`src/rtl/ubu_pkg.sv`:
```
package ubu_pkg;
  localparam int DATA_W  = 8;
  localparam int DIV_W   = 20;
  localparam int MIN_DIV = 16;
  localparam int ID_CNT  = 12;

  typedef struct packed {
    logic              txGo;
    logic              rxArm;
    logic [DATA_W-1:0] txByte;
  } dpCmd_t;

  typedef struct packed {
    logic              txBusy;
    logic              txDone;
    logic              rxValid;
    logic [DATA_W-1:0] rxByte;
  } dpEvt_t;

  function automatic logic [7:0] idByte(input logic [3:0] idx);
    case (idx)
      4'd0:    idByte = 8'h04;
      4'd4:    idByte = 8'h21;
      4'd5:    idByte = 8'hB8;
      4'd6:    idByte = 8'h1B;
      4'd8:    idByte = 8'h0D;
      4'd9:    idByte = 8'hF0;
      4'd10:   idByte = 8'h05;
      4'd11:   idByte = 8'hB1;
      default: idByte = 8'h00;
    endcase
  endfunction
endpackage

```
`src/rtl/ubu_regs.sv`:
```
module ubu_regs
  import ubu_pkg::*;
#(
  parameter int ADDR_W = 12
) (
  input  logic                clk,
  input  logic                rstN,
  input  logic                psel,
  input  logic                penable,
  input  logic                pwrite,
  input  logic [ADDR_W-1:0]   paddr,
  input  logic [31:0]         pwdata,
  output logic [31:0]         prdata,
  input  dpEvt_t              evt,
  output dpCmd_t              cmd,
  output logic [DIV_W-1:0]    divisor,
  output logic [3:0]          stateBits,
  output logic [6:0]          ctrlBits,
  output logic [3:0]          intBits
);
  localparam int WORD_W  = ADDR_W - 2;
  localparam int ID_BASE = (1 << WORD_W) - ID_CNT;

  logic [WORD_W-1:0] word;
  logic access, wr, rd;
  logic isData, isState, isCtrl, isInt, isBaud, isId;
  logic [WORD_W-1:0] idOff;

  logic txFull, rxFull, txOvr, rxOvr, intTx, intRx;
  logic [6:0] ctrlQ;
  logic [DIV_W-1:0] divQ;
  logic [DATA_W-1:0] txBuf, rxBuf;
  logic baudOk;

  assign word    = paddr[ADDR_W-1:2];
  assign access  = psel & penable;
  assign wr      = access & pwrite;
  assign rd      = access & ~pwrite;
  assign isData  = (word == WORD_W'(0));
  assign isState = (word == WORD_W'(1));
  assign isCtrl  = (word == WORD_W'(2));
  assign isInt   = (word == WORD_W'(3));
  assign isBaud  = (word == WORD_W'(4));
  assign isId    = (word >= WORD_W'(ID_BASE));
  assign idOff   = word - WORD_W'(ID_BASE);
  assign baudOk  = (divQ >= DIV_W'(MIN_DIV));

  always_ff @(posedge clk or negedge rstN) begin
    if (!rstN) begin
      txFull <= 1'b0; rxFull <= 1'b0; txOvr <= 1'b0; rxOvr <= 1'b0;
      intTx  <= 1'b0; intRx  <= 1'b0;
      ctrlQ  <= '0;   divQ   <= '0;  txBuf <= '0;  rxBuf <= '0;
    end else begin
      if (evt.txDone) txFull <= 1'b0;
      if (wr && isData) begin
        if (txFull) txOvr <= 1'b1;
        else begin
          txFull <= 1'b1;
          txBuf  <= pwdata[DATA_W-1:0];
        end
      end
      if (wr && isState) begin
        if (pwdata[2]) txOvr <= 1'b0;
        if (pwdata[3]) rxOvr <= 1'b0;
      end
      if (wr && isInt) begin
        if (pwdata[0]) intTx <= 1'b0;
        if (pwdata[1]) intRx <= 1'b0;
        if (pwdata[2]) txOvr <= 1'b0;
        if (pwdata[3]) rxOvr <= 1'b0;
      end
      if (wr && isCtrl) ctrlQ <= pwdata[6:0];
      if (wr && isBaud) divQ  <= pwdata[DIV_W-1:0];
      if (rd && isData) rxFull <= 1'b0;
      if (evt.txDone && ctrlQ[2]) intTx <= 1'b1;
      if (evt.rxValid && ctrlQ[1]) begin
        if (rxFull) rxOvr <= 1'b1;
        rxBuf  <= evt.rxByte;
        rxFull <= 1'b1;
        if (ctrlQ[3]) intRx <= 1'b1;
      end
    end
  end

  assign stateBits = {rxOvr, txOvr, rxFull, txFull};
  assign ctrlBits  = ctrlQ;
  assign intBits   = {rxOvr & ctrlQ[5], txOvr & ctrlQ[4], intRx, intTx};
  assign divisor   = divQ;

  assign cmd.txGo   = txFull & ctrlQ[0] & baudOk & ~evt.txBusy;
  assign cmd.rxArm  = ctrlQ[1] & baudOk;
  assign cmd.txByte = txBuf;

  always_comb begin
    prdata = '0;
    if (isData)       prdata[DATA_W-1:0] = rxBuf;
    else if (isState) prdata[3:0] = stateBits;
    else if (isCtrl)  prdata[6:0] = ctrlQ;
    else if (isInt)   prdata[3:0] = intBits;
    else if (isBaud)  prdata[DIV_W-1:0] = divQ;
    else if (isId)    prdata[7:0] = idByte(idOff[3:0]);
  end
endmodule

```
`src/rtl/ubu_dp.sv`:
```
module ubu_dp
  import ubu_pkg::*;
(
  input  logic             clk,
  input  logic             rstN,
  input  dpCmd_t           cmd,
  input  logic [DIV_W-1:0] divisor,
  input  logic             rxd,
  output logic             txd,
  output dpEvt_t           evt
);
  localparam int FRAME_BITS = DATA_W + 2;
  localparam int BIT_W      = $clog2(FRAME_BITS + 1);

  // transmit shifter
  logic                  txBusy;
  logic [FRAME_BITS-1:0] txShift;
  logic [BIT_W-1:0]      txBit;
  logic [DIV_W-1:0]      txCnt, txDiv;
  logic                  txBitEnd;

  assign txBitEnd = txBusy && (txCnt == txDiv - 1'b1);

  always_ff @(posedge clk or negedge rstN) begin
    if (!rstN) begin
      txBusy <= 1'b0; txShift <= '1; txBit <= '0; txCnt <= '0; txDiv <= '0;
    end else if (!txBusy) begin
      if (cmd.txGo) begin
        txBusy  <= 1'b1;
        txShift <= {1'b1, cmd.txByte, 1'b0};
        txBit   <= '0;
        txCnt   <= '0;
        txDiv   <= divisor;
      end
    end else if (txBitEnd) begin
      txCnt <= '0;
      if (txBit == BIT_W'(FRAME_BITS - 1)) txBusy <= 1'b0;
      else begin
        txBit   <= txBit + 1'b1;
        txShift <= {1'b1, txShift[FRAME_BITS-1:1]};
      end
    end else begin
      txCnt <= txCnt + 1'b1;
    end
  end

  assign txd        = txBusy ? txShift[0] : 1'b1;
  assign evt.txBusy = txBusy;
  assign evt.txDone = txBitEnd && (txBit == BIT_W'(FRAME_BITS - 1));

  // receive sampler
  typedef enum logic [1:0] {RX_IDLE, RX_START, RX_DATA, RX_STOP} rxSt_t;
  rxSt_t             rxSt;
  logic [1:0]        rxSync;
  logic              rxPrev;
  logic [DIV_W-1:0]  rxCnt, rxDiv;
  logic [BIT_W-1:0]  rxBit;
  logic [DATA_W-1:0] rxShift;
  logic              rxValidQ;

  always_ff @(posedge clk or negedge rstN) begin
    if (!rstN) begin
      rxSync <= 2'b11; rxPrev <= 1'b1; rxSt <= RX_IDLE; rxCnt <= '0;
      rxDiv <= '0; rxBit <= '0; rxShift <= '0; rxValidQ <= 1'b0;
    end else begin
      rxSync   <= {rxSync[0], rxd};
      rxPrev   <= rxSync[1];
      rxValidQ <= 1'b0;
      case (rxSt)
        RX_IDLE: if (cmd.rxArm && rxPrev && !rxSync[1]) begin
          rxSt  <= RX_START;
          rxCnt <= '0;
          rxDiv <= divisor;
        end
        RX_START: if (rxCnt == (rxDiv >> 1) - 1'b1) begin
          rxCnt <= '0;
          rxBit <= '0;
          rxSt  <= rxSync[1] ? RX_IDLE : RX_DATA;
        end else rxCnt <= rxCnt + 1'b1;
        RX_DATA: if (rxCnt == rxDiv - 1'b1) begin
          rxCnt   <= '0;
          rxShift <= {rxSync[1], rxShift[DATA_W-1:1]};
          rxBit   <= rxBit + 1'b1;
          if (rxBit == BIT_W'(DATA_W - 1)) rxSt <= RX_STOP;
        end else rxCnt <= rxCnt + 1'b1;
        RX_STOP: if (rxCnt == rxDiv - 1'b1) begin
          rxCnt    <= '0;
          rxValidQ <= rxSync[1];
          rxSt     <= RX_IDLE;
        end else rxCnt <= rxCnt + 1'b1;
        default: rxSt <= RX_IDLE;
      endcase
    end
  end

  assign evt.rxValid = rxValidQ;
  assign evt.rxByte  = rxShift;
endmodule

```
`src/rtl/apb_byte_uart.sv`:
```
module apb_byte_uart
  import ubu_pkg::*;
#(
  parameter int ADDR_W = 12
) (
  input  logic              pclk,
  input  logic              presetn,
  input  logic              psel,
  input  logic              penable,
  input  logic              pwrite,
  input  logic [ADDR_W-1:0] paddr,
  input  logic [31:0]       pwdata,
  output logic [31:0]       prdata,
  output logic              pready,
  output logic              pslverr,
  input  logic              rxd,
  output logic              txd,
  output logic              irq_tx,
  output logic              irq_rx,
  output logic              irq_tx_ovr,
  output logic              irq_rx_ovr,
  output logic              irq_any
);
  dpCmd_t           cmd;
  dpEvt_t           evt;
  logic [DIV_W-1:0] divisor;
  logic [3:0]       stateBits;
  logic [6:0]       ctrlBits;
  logic [3:0]       intBits;

  ubu_regs #(.ADDR_W(ADDR_W)) u_regs (
    .clk(pclk), .rstN(presetn), .psel(psel), .penable(penable),
    .pwrite(pwrite), .paddr(paddr), .pwdata(pwdata), .prdata(prdata),
    .evt(evt), .cmd(cmd), .divisor(divisor), .stateBits(stateBits),
    .ctrlBits(ctrlBits), .intBits(intBits)
  );

  ubu_dp u_dp (
    .clk(pclk), .rstN(presetn), .cmd(cmd), .divisor(divisor),
    .rxd(rxd), .txd(txd), .evt(evt)
  );

  assign pready     = 1'b1;
  assign pslverr    = 1'b0;
  assign irq_tx     = intBits[0];
  assign irq_rx     = intBits[1];
  assign irq_tx_ovr = intBits[2];
  assign irq_rx_ovr = intBits[3];
  assign irq_any    = |intBits;
endmodule

```
`config.mk`:
```
export PLATFORM = sky130hd
export DESIGN_NAME = apb_byte_uart
export DESIGN_NICKNAME = d
export VERILOG_FILES = /design/src/rtl/ubu_pkg.sv /design/src/rtl/ubu_regs.sv /design/src/rtl/ubu_dp.sv /design/src/rtl/apb_byte_uart.sv
export SDC_FILE = /design/constraint.sdc
export NUM_CORES = 1
export LEC_CHECK = 0
export BUFFER_PORTS_ARGS = -buffer_cell sky130_fd_sc_hd__buf_2
export CAP_MARGIN = 5
export CORE_UTILIZATION = 30
export CTS_BUF_LIST = sky130_fd_sc_hd__clkbuf_8 sky130_fd_sc_hd__clkbuf_16
export CTS_CLUSTER_DIAMETER = 80
export DETAILED_ROUTE_END_ITERATION = 16
export GPL_TIMING_DRIVEN = 0
export PLACE_DENSITY_LB_ADDON = 0.1
export SYNTH_ARGS = -nofsm -noshare
export SYNTH_HDL_FRONTEND = slang
export SYNTH_HIERARCHICAL = 1
export SYNTH_SLANG_ARGS = --single-unit
```
`constraint.sdc`:
```
create_clock -name pclk -period 5.2 [get_ports pclk]
set_clock_uncertainty 0.1 [all_clocks]
set_input_delay 0.78 -clock pclk [delete_from_list [all_inputs] [get_ports pclk]]
set_output_delay 0.78 -clock pclk [all_outputs]
set_load 0.005 [all_outputs]
```
==> results.py <==
metrics = {
    "setup_path": {
        "cp.arrival_ns": 4.95,
        "slowest_delay_ns": 0.72,
        "critical_path_buf_inv_count": 3,
        "crit_type": "reg -> reg",
        "rr_worst_depth": 12,
        "cp_slowest_cell": "nor4_1",
        "reg2reg_slack_ns": 0.49,
        "cp_max_fo": 10,
        "cp.required_ns": 5.44,
        "worst_setup_path_start_kind": "register",
        "path_delay_family": "compound AO/OA/AOI/OAI gates",
        "r2r-end": "u_dp/txCnt[10]",
        "endpoint_kind": "register",
        "path_cells": "inv_1, ha_1, or4b_1, buf_2, or4_1, a2111oi_0, o221ai_1, nor4_1, a21o_1, buf_4, o21ai_0, a22o_1",
        "timing.rr.start": "u_dp/txDiv[0]",
    },
    "timing": {
        "fmax_ghz": 0.212,
        "tns_ns": 0,
        "setup_viol": 0,
        "timing.final.crit_share_pct": 90.6,
        "whs_ns": 0.135,
        "fin_ws_ns": 0.488,
        "min_period_ns": 4.71,
        "relSlewSlack_pct": 30.9,
        "tightest_slew_ns": 1.03,
        "rsz0062_at_grt": "no",
        "final_hold_viol_count": 0,
        "slew_violations": 0,
    },
    "finish": {
        "seq_area_um2": 4040,
        "nFillCells": 3468,
        "area_growth_pct": 15.1,
        "nets": 1233,
        "layout-drive-gt1-share_pct": 20.9,
        "multi_input_area_um2": 5550,
        "post-route-cell-area_um2": 11600,
        "antenna_cells": 0,
    },
    "global_routing": {
        "antenna_found_initial": 0,
        "grt_max_degree": 116,
        "track_usage_pct": 17.4,
        "grt_pass1_vias": 7997,
        "grt_pass1_wl_um": 45600,
        "overflow": 0,
    },
    "floorplan": {
        "row_count": 66,
        "io_pins": 90,
        "coreArea_um2": 32900,
        "die_area_um2": 34500,
        "die_h_um": 186,
        "die_w_um": 186,
        "start_util_pct": 30.8,
    },
    "yosys": {
        "synth.avg_cell_area_um2": 9.42,
        "syn_inst": 1075,
        "yosys_warnings": 6,
        "synthesis.area_um2": 10100,
    },
    "worst_hold_path": {
        "worstHoldPathType": "in -> async",
    },
    "placement": {
        "dp_slack_ns": 0.594,
        "port_buffers": 61,
        "post_dp_cell_area_um2": 11100,
        "gp_congestion": 0.836,
        "dp_hpwl_um": 20900,
    },
    "clock_tree": {
        "cts.sinks": 161,
        "clk_latency_ns": 0.45,
        "ctsResizeCount": 0,
        "cts_tree": "built",
        "cts_buffer_depth": 2,
        "htree_levels": 4,
        "postCtsHoldBufs": 0,
        "clkTransAtPathRegs_ns": 0.07,
        "root_buffer": "clkbuf_16",
        "post-cts-setup-buffer-count": 0,
        "cts_buffers": 17,
    },
    "detailed_routing": {
        "drc_errors": 0,
        "drtIter0Drc": 432,
        "totalWireLength_um": 28600,
        "ant_nets": 0,
        "wl_per_cell_um": 17.6,
        "drtPass1Iterations": 5,
        "vias": 8138,
        "viasPerCell": 5.02,
    },
    "power": {
        "p_sw_mw": 0.660,
        "powerDensity_nw_per_um2": 226,
        "peakVddDrop_mv": 0.211,
        "p_int_mw": 1.98,
        "combPwrFrac_pct": 3.7,
        "switching_share_pct": 25.0,
        "leakage_nw": 5.36,
        "pwr-share-clk_pct": 48.5,
        "seqPwrFrac_pct": 47.7,
    },
    "run": {
        "cap_violations": 0,
    },
    "outcome": {
        "status": "finished, final reports clean",
    },
}
## worst max-delay path by stage
stage,slack [ns],from,to,cells past startpoint
6_report,0.49,u_dp/txDiv[0],u_dp/txCnt[10],12
5_1_grt,0.16,u_dp/txDiv[0],u_dp/txCnt[17],12
4_1_cts,0.56,u_dp/txDiv[0],u_dp/txCnt[2],12
3_5_place_dp,0.59,u_dp/txDiv[0],u_dp/txCnt[17],12
3_3_place_gp,0.45,presetn,u_dp/txCnt[16],1
2_1_floorplan,1.38,u_dp/rxDiv[1],u_dp/rxShift[2],11
## power by group through the flow
stage          Sequential [mW]  Clock [mW]  Combinational (mW)
3_3_place_gp              1.28           0              0.0986
6_report                  1.26        1.28              0.0987
4_1_cts                   1.26        1.32               0.101
3_5_place_dp              1.28           0               0.101
5_1_grt                   1.26        1.38               0.112
2_1_floorplan             1.28           0              0.0387
## per-stage QoR
stage	cells	power [mW]	utilization [%]
final	1622	2.64	35.4
after global placement	1589	1.38	33.5
after CTS	1622	2.68	35.4
after global routing	1622	2.75	35.4
after floorplan	1086	1.32	-
after detailed placement	1590	1.38	33.7
## sequential cells by signal (all words and copies together), names as in the netlist, 2 cells and up, named ones only
| signal | flops |
|---|---|
| u_dp/rxSync | 2 |
| u_dp/rxCnt | 20 |
| u_dp/txCnt | 20 |
| u_regs/rxBuf | 8 |
| u_dp/rxBit | 4 |
| u_dp/txBit | 4 |
| u_regs/ctrlBits | 7 |
| u_regs/txBuf | 8 |
| u_dp/rxShift | 8 |
| u_regs/divisor | 20 |
| u_dp/txShift | 9 |
| u_dp/rxDiv | 20 |
| u_dp/txDiv | 20 |
## area by class of cell
class                      instances  area share, %
clock buffer                      18           3.77
timing repair buffer              62           2.94
inverter                          31          0.999
buffer                            90           3.94
tap                              442           4.75
multi-input combinational        804           47.6
sequential                       161           34.7
clock inverter                    14           1.28
## cell usage in the layout, fill, tap and decap left out, types with 6 or more instances in the layout
cell and instances:
dfrtp_1 149, nand2_1 127, mux2_2 72, buf_2 69
clkbuf_1 52, xnor2_1 52, nor2_1 43, o21ai_0 37
nand3_1 36, inv_1 31, xor2_1 31, nor3_1 28
nor4_1 27, a21oi_1 25, and2_1 21, buf_4 20
clkbuf_16 17, or3_1 16, ha_1 16, conb_1 14
and3_1 14, a31oi_1 13, nor3b_1 13, nand2b_1 12
nor2b_1 12, dfstp_2 12, or4_1 11, or2_2 11
a21o_1 11, o21a_1 11, a211oi_1 11, nand4_1 10
a221o_1 9, o22a_1 8, o211ai_1 7, nand3b_1 7
a22o_1 7, o31ai_1 6
## routing by layer
metal / GRT usage (%) / vias up / wire length [um] / part of all wire, %
met4: 4.43 / 0 / 327 / 1.1
met3: 3.35 / 26 / 1110 / 3.9
met5: 0 / - / 0 / 0
li1: - / 4015 / - / -
met2: 26.7 / 186 / 12700 / 44
met1: 24.8 / 3911 / 14500 / 51
Power figures use the tool's default switching activity.
